**src/rtl/hsr_pkg.sv**
```systemverilog
package hsr_pkg;
    localparam int BUS_W = 12;
    localparam int CNT_W = 3;

    typedef enum logic [1:0] {
        ST_IDLE  = 2'd0,
        ST_HOLD  = 2'd1,
        ST_SHIFT = 2'd2,
        ST_RUN   = 2'd3
    } line_state_t;

    localparam logic [1:0] DEPTH_12 = 2'd0;
    localparam logic [1:0] DEPTH_6  = 2'd1;

    function automatic logic [1:0] last_slot(input logic [1:0] depth);
        if (depth == DEPTH_12)     return 2'd0;
        else if (depth == DEPTH_6) return 2'd1;
        else                       return 2'd3;
    endfunction
endpackage

```
**src/rtl/hsr_phase_counter.sv**
```systemverilog
module hsr_phase_counter
    import hsr_pkg::*;
(
    input  logic             clk,
    input  logic             rst_n,
    input  logic             hsync,
    input  logic             ratio_x8,
    input  logic             ofs_we,
    input  logic [CNT_W-1:0] ofs_wdata,
    output logic             sync_edge,
    output logic             pix_evt
);
    localparam logic [CNT_W-1:0] LAST_X6 = CNT_W'(5);
    localparam logic [CNT_W-1:0] LAST_X8 = CNT_W'(7);

    logic             hs_q;
    logic             ratio_q;
    logic [CNT_W-1:0] ofs_pend_q;
    logic [CNT_W-1:0] ofs_act_q;
    logic [CNT_W-1:0] cnt_q;
    logic [CNT_W-1:0] last;

    assign sync_edge = hsync & ~hs_q;
    assign last      = ratio_q ? LAST_X8 : LAST_X6;
    assign pix_evt   = (cnt_q == ofs_act_q) & ~sync_edge;

    always_ff @(posedge clk) begin
        if (!rst_n) begin
            hs_q       <= 1'b0;
            ratio_q    <= 1'b0;
            ofs_pend_q <= '0;
            ofs_act_q  <= '0;
            cnt_q      <= '0;
        end else begin
            hs_q <= hsync;
            if (ofs_we) ofs_pend_q <= ofs_wdata;
            if (sync_edge) begin
                cnt_q     <= '0;
                ofs_act_q <= ofs_pend_q;
                ratio_q   <= ratio_x8;
            end else if (cnt_q == last) begin
                cnt_q <= '0;
            end else begin
                cnt_q <= cnt_q + CNT_W'(1);
            end
        end
    end

    // counter never leaves its modulo range
    a_r2_count_bound: assert property (@(posedge clk) disable iff (!rst_n)
        cnt_q <= last);
    // sync edge restarts the count
    a_r2_sync_restart: assert property (@(posedge clk) disable iff (!rst_n)
        sync_edge |=> (cnt_q == '0));
endmodule

```
**src/rtl/hsr_line_fsm.sv**
```systemverilog
module hsr_line_fsm
    import hsr_pkg::*;
#(
    parameter int SUPP_PIX = 2,
    parameter int SHIFT_W  = 2
) (
    input  logic               clk,
    input  logic               rst_n,
    input  logic               sync_edge,
    input  logic               pix_evt,
    input  logic [SHIFT_W-1:0] fine_shift,
    output logic               capture
);
    localparam int SHIFT_MAX = (1 << SHIFT_W);
    localparam int EC_MAX    = (SUPP_PIX > SHIFT_MAX) ? SUPP_PIX : SHIFT_MAX;
    localparam int EC_W      = $clog2(EC_MAX + 1);

    line_state_t        state_q, state_d;
    logic [EC_W-1:0]    evt_q, evt_d;
    logic [SHIFT_W-1:0] shift_q;

    always_ff @(posedge clk) begin
        if (!rst_n) begin
            state_q <= ST_IDLE;
            evt_q   <= '0;
            shift_q <= '0;
        end else begin
            state_q <= state_d;
            evt_q   <= evt_d;
            if (sync_edge) shift_q <= fine_shift;
        end
    end

    always_comb begin
        state_d = state_q;
        evt_d   = evt_q;
        if (sync_edge) begin
            state_d = ST_HOLD;
            evt_d   = '0;
        end else begin
            unique case (state_q)
                ST_IDLE: ;
                ST_HOLD: begin
                    if (pix_evt) begin
                        if (evt_q == EC_W'(SUPP_PIX - 1)) begin
                            state_d = (shift_q == '0) ? ST_RUN : ST_SHIFT;
                            evt_d   = '0;
                        end else begin
                            evt_d = evt_q + EC_W'(1);
                        end
                    end
                end
                ST_SHIFT: begin
                    if (pix_evt) begin
                        if ((evt_q + EC_W'(1)) == EC_W'(shift_q)) begin
                            state_d = ST_RUN;
                            evt_d   = '0;
                        end else begin
                            evt_d = evt_q + EC_W'(1);
                        end
                    end
                end
                ST_RUN: ;
            endcase
        end
    end

    always_comb begin
        capture = (state_q == ST_RUN) && pix_evt;
    end

    // every sync edge opens the suppression window
    a_r4_hold_entry: assert property (@(posedge clk) disable iff (!rst_n)
        sync_edge |=> (state_q == ST_HOLD));
    // packing continues until the next sync edge
    a_r5_run_persist: assert property (@(posedge clk) disable iff (!rst_n)
        (state_q == ST_RUN && !sync_edge) |=> (state_q == ST_RUN));
endmodule

```
**src/rtl/hsr_pixel_packer.sv**
```systemverilog
module hsr_pixel_packer
    import hsr_pkg::*;
(
    input  logic             clk,
    input  logic             rst_n,
    input  logic             sync_edge,
    input  logic [1:0]       depth_sel,
    input  logic             capture,
    input  logic [BUS_W-1:0] pix_in,
    output logic [BUS_W-1:0] data_out,
    output logic             strobe
);
    logic [BUS_W-1:0] acc_q, merged;
    logic [BUS_W-1:0] data_q;
    logic [1:0]       slot_q;
    logic [1:0]       depth_q;
    logic             pend_q;
    logic             strobe_q;
    logic             word_done;

    always_comb begin
        merged = acc_q;
        if (depth_q == DEPTH_12) begin
            merged = pix_in;
        end else if (depth_q == DEPTH_6) begin
            if (slot_q[0]) merged[11:6] = pix_in[5:0];
            else           merged[5:0]  = pix_in[5:0];
        end else begin
            merged[3*int'(slot_q) +: 3] = pix_in[2:0];
        end
    end

    assign word_done = capture && (slot_q == last_slot(depth_q));

    always_ff @(posedge clk) begin
        if (!rst_n) begin
            acc_q    <= '0;
            data_q   <= '0;
            slot_q   <= '0;
            depth_q  <= '0;
            pend_q   <= 1'b0;
            strobe_q <= 1'b0;
        end else begin
            pend_q <= word_done;
            if (pend_q) strobe_q <= ~strobe_q;
            if (sync_edge) begin
                acc_q   <= '0;
                slot_q  <= '0;
                depth_q <= depth_sel;
            end else if (word_done) begin
                data_q <= merged;
                acc_q  <= '0;
                slot_q <= '0;
            end else if (capture) begin
                acc_q  <= merged;
                slot_q <= slot_q + 2'd1;
            end
        end
    end

    assign data_out = data_q;
    assign strobe   = strobe_q;

    // a strobe edge comes two clocks after a capture from the sequencer
    a_r7_strobe_after_capture: assert property (@(posedge clk) disable iff (!rst_n)
        !$stable(strobe_q) |-> $past(capture, 2));
    // the bus word only moves on a capture
    a_r7_data_on_capture: assert property (@(posedge clk) disable iff (!rst_n)
        !$stable(data_q) |-> $past(capture));
    // slot index stays inside the word for the active depth
    a_r6_slot_bound: assert property (@(posedge clk) disable iff (!rst_n)
        slot_q <= last_slot(depth_q));
endmodule

```
**src/rtl/hsync_strobe_regen.sv**
```systemverilog
module hsync_strobe_regen
    import hsr_pkg::*;
#(
    parameter int SUPP_PIX = 2,
    parameter int SHIFT_W  = 2
) (
    input  logic               clk,
    input  logic               rst_n,
    input  logic               hsync,
    input  logic               ratio_x8,
    input  logic               ofs_we,
    input  logic [CNT_W-1:0]   ofs_wdata,
    input  logic [1:0]         depth_sel,
    input  logic [SHIFT_W-1:0] fine_shift,
    input  logic [BUS_W-1:0]   pix_in,
    output logic               strobe,
    output logic [BUS_W-1:0]   data_out
);
    logic sync_edge;
    logic pix_evt;
    logic capture;

    hsr_phase_counter u_cnt (
        .clk       (clk),
        .rst_n     (rst_n),
        .hsync     (hsync),
        .ratio_x8  (ratio_x8),
        .ofs_we    (ofs_we),
        .ofs_wdata (ofs_wdata),
        .sync_edge (sync_edge),
        .pix_evt   (pix_evt)
    );

    hsr_line_fsm #(
        .SUPP_PIX (SUPP_PIX),
        .SHIFT_W  (SHIFT_W)
    ) u_fsm (
        .clk        (clk),
        .rst_n      (rst_n),
        .sync_edge  (sync_edge),
        .pix_evt    (pix_evt),
        .fine_shift (fine_shift),
        .capture    (capture)
    );

    hsr_pixel_packer u_pack (
        .clk       (clk),
        .rst_n     (rst_n),
        .sync_edge (sync_edge),
        .depth_sel (depth_sel),
        .capture   (capture),
        .pix_in    (pix_in),
        .data_out  (data_out),
        .strobe    (strobe)
    );

    // strobe stays low until a sync edge has been seen
    logic seen_sync_q;
    always_ff @(posedge clk) begin
        if (!rst_n)         seen_sync_q <= 1'b0;
        else if (sync_edge) seen_sync_q <= 1'b1;
    end
    a_r1_quiet_before_sync: assert property (@(posedge clk) disable iff (!rst_n)
        !seen_sync_q |-> (strobe == 1'b0));
endmodule

```
**config.mk**
```make
export PLATFORM = sky130hd
export DESIGN_NAME = hsync_strobe_regen
export DESIGN_NICKNAME = d
export VERILOG_FILES = /design/src/rtl/hsr_pkg.sv /design/src/rtl/hsr_phase_counter.sv /design/src/rtl/hsr_line_fsm.sv /design/src/rtl/hsr_pixel_packer.sv /design/src/rtl/hsync_strobe_regen.sv
export SDC_FILE = /design/constraint.sdc
export NUM_CORES = 1
export LEC_CHECK = 0
export BUFFER_PORTS_ARGS = -buffer_cell sky130_fd_sc_hd__buf_2
export CAP_MARGIN = 20
export CELL_PAD_IN_SITES_DETAIL_PLACEMENT = 1
export CELL_PAD_IN_SITES_GLOBAL_PLACEMENT = 1
export CORE_MARGIN = 1.5
export CORE_UTILIZATION = 38
export DETAILED_ROUTE_END_ITERATION = 8
export PLACE_DENSITY_LB_ADDON = 0.3
export SLEW_MARGIN = 20
export SYNTH_ARGS = -nofsm -noshare
export SYNTH_HDL_FRONTEND = slang
export SYNTH_SLANG_ARGS = --single-unit
```
**constraint.sdc**
```tcl
create_clock -name clk -period 2.05 [get_ports clk]
set_input_delay 0.41 -clock clk [delete_from_list [all_inputs] [get_ports clk]]
set_output_delay 0.41 -clock clk [all_outputs]
set_load 0.05 [all_outputs]
```
==> qor.txt <==
Synthesized cell area: 0.00245 sq mm
DIE HEIGHT: 83.2 um
Largest net degree at the start of global routing: 17
Setup-failing EPs final: 0
Syn_nets: 311
Final Cycle Share: 0.954
Clk pwr share: 0.371
Number of global-route vias before repair: 2,192
Number of DRC markers in iteration 0: 83
Clock Sinks: 48
CTS tree: built
P&R area growth vs syn: 17.7%
Syn. warnings: 0
DR pass1 iterations: 4
Synth unique cells: 45
GP Congestion: 0.801
DRC viols: 0
Fin crit period: 1960 ps
FILL cells: 760
# diodes: 0
Post-route cell area: 0.00288 sq mm
Mapped Cells: 279
Logic gate share of total power: 0.102
Core area: 0.00628 sq mm
Min-Delay Path Class: input port to flop
EDFF count, synth: 0
Latest clock arrival within the worst-skew pair: 300 ps
Worst-margin pin slew: 486 ps
Sequential power share: 0.528
Post-synth top area cell: dfxtp_1
First-pass GRT wire length: 10,500 um
Hold Path Depth: 2
# port buffers: 36
Setup bufs post-CTS: 0
Skew final: 7.63 ps
Outcome: completed
TNS Setup: 0 ps
Critical path data arrival time: 2150 ps
H-Tree Depth: 2
Layout Nets: 350
Placed cell area: 0.00276 sq mm
Final WS setup: 94.2 ps
Slew Limit Fails: 0
Internal power: 0.00140 W
Post-synthesis register bit count: 48
Worst relative slew slack: 0.672
RSZ-0062 raised after global routing: false
Top post-synthesis cells by area: dfxtp_1 (39%), mux2i_1 (7.0%), nand2_1 (6.9%)
Routed vias/inst: 5.34
Area of the die: 0.00693 sq mm
Clock slew at reported path FFs: 90 ps
Top FF cell, synth: dfxtp_1
WL per Instance: 15.7 um
R2R Setup Slk: 90 ps
Ys async rst share: 0
HPWL Detailed: 4610 um
Sw frac: 0.239
Dpl ws: 48.5 ps
Crit path kind: flop to flop
Post-synthesis sequential area ratio: 0.393
Switching power: 0.000439 W
CP required: 2250 ps
Power Dens Cells: 638 mW/mm^2
Footprint of the multi-input gates: 0.00139 sq mm
Worst Setup Start Kind: flop
R2R cell count: 6
Leak: 1.17 nW
Initial Util: 0.390
Sequential cell area: 965 sq um
CP Max Fanout: 5
Syn_area_per_cell: 8.77 sq um
CTS buffer count: 5
Fmax: 0.511 GHz
Total track usage: 0.185
Root Driver: clkbuf_8
Peak VDD IR: 0.000352 V
Die W: 83.2 um
Yosys top cell area share: 0.393
Vias: 2,115
Commonest non-fill, non-tap cells in the layout: nand2_1 (45), dfxtp_1 (45), buf_2 (36)
Share of cells above drive strength 1: 0.213
Io pins: 37
Hold Violations, Final: 0
Cell row count: 29
Final ANT Viol Nets: 0
CTS Buffer Depth: 2
Hold Slack: 351 ps
Routed WL: 6240 um
GRT overflow: 0
# Max-Cap Violations: 0
CP endpoint kind: flop
Initial antenna violation count: 0
==> synthesized netlist by cell type, drive strengths merged (2+ instances only) <==
library cell   n
dfxtp         48
nand2         45
a21oi         21
mux2i         17
nor2          13
nor2b         12
clkbuf        10
o21ai         10
a21boi         9
ha             8
inv            8
buf            7
xor2           7
nand2b         5
a211o          4
a211oi         4
and2           4
nand3          4
o211a          4
xnor2          4
a221oi         3
and4b          3
mux2           3
nor3           3
a222oi         2
a22oi          2
a31oi          2
nand3b         2
nand4          2
==> metal layers <==
layer,routed length (um),global-route usage,share of wire,up-vias
met2,3210,0.339,0.52,28
li1,-,-,-,1053
met5,0,0,0,-
met1,2810,0.221,0.45,1028
met4,69,0.0439,0.011,0
met3,145,0.0388,0.023,6
==> critical path: stages (launching register included) <==
cell	delay (ps)
dfxtp_2	350
xor2_1	150
or4b_4	570
and4bb_2	360
buf_4	160
mux2i_1	200
nor2b_1	70
==> state kept, by name, indices dropped and copies added (netlist names) <==
register / flops
u_pack.acc_q: 12
u_pack.data_out: 12
u_cnt.cnt_q: 3
u_cnt.ofs_act_q: 3
u_cnt.ofs_pend_q: 3
u_fsm.evt_q: 3
u_fsm.shift_q: 2
u_fsm.state_q: 2
u_pack.depth_q: 2
u_pack.slot_q: 2
u_cnt.hs_q: 1
u_cnt.ratio_q: 1
u_pack.pend_q: 1
u_pack.strobe: 1
==> final timing paths <==
kind | from | endpoint
hold reg to reg | u_cnt.cnt_q[0]$_SDFF_PP0_ | u_cnt.cnt_q[0]$_SDFF_PP0_
setup reg to reg | u_cnt.cnt_q[2]$_SDFF_PP0_ | u_pack.data_out[11]$_SDFFE_PN0P_
setup / recovery | u_cnt.cnt_q[2]$_SDFF_PP0_ | u_pack.data_out[11]$_SDFFE_PN0P_
hold / removal | hsync | u_cnt.hs_q$_SDFF_PN0_
==> cells by family (layout without fill, tap and decap cells) <==
family	count (synthesis)	count (layout)	share of synthesized area
and+or+nand+nor	98	98	0.202
AOI/OAI and AO/OA	69	69	0.192
DFF	48	48	0.393
buffers and inverters	25	65	0.0501
muxes	20	20	0.0834
xor gates and xnor gates	11	11	0.0394
adders and majority gates	8	8	0.0409
==> area by class of cell <==
type                       count  area share
clock buffer                   6      0.0252
multi-input combinational    206       0.483
timing repair buffer          49       0.101
clock inverter                 2      0.0122
tap                           77      0.0335
sequential                    48       0.335
inverter                       8      0.0104
==> per-stage QoR <==
| step | std cells | utilization | total power [W] |
|---|---|---|---|
| after global routing | 396 | 0.459 | 0.00193 |
| after CTS | 396 | 0.457 | 0.00185 |
| after floorplan | 279 | - | 0.00110 |
| after detailed placement | 388 | 0.440 | 0.00118 |
| final | 396 | 0.459 | 0.00184 |
| after global placement | 388 | 0.440 | 0.00118 |
==> power groups by stage <==
stage	combinational, W	clock, W	sequential, W
after floorplan	0.000119	0	0.000983
after global placement	0.000186	0	0.000990
after detailed placement	0.000190	0	0.000990
after CTS	0.000190	0.000694	0.000969
after global routing	0.000210	0.000745	0.000973
final	0.000187	0.000680	0.000969
==> timing repair <==
| item | 4_1_cts | 5_1_grt |
|---|---|---|
| resized for setup | 0 | 5 |
| hold buffers | 0 | 0 |
| setup endpoints to repair | 0 | 12 |
(Power assumes the default switching activity.)
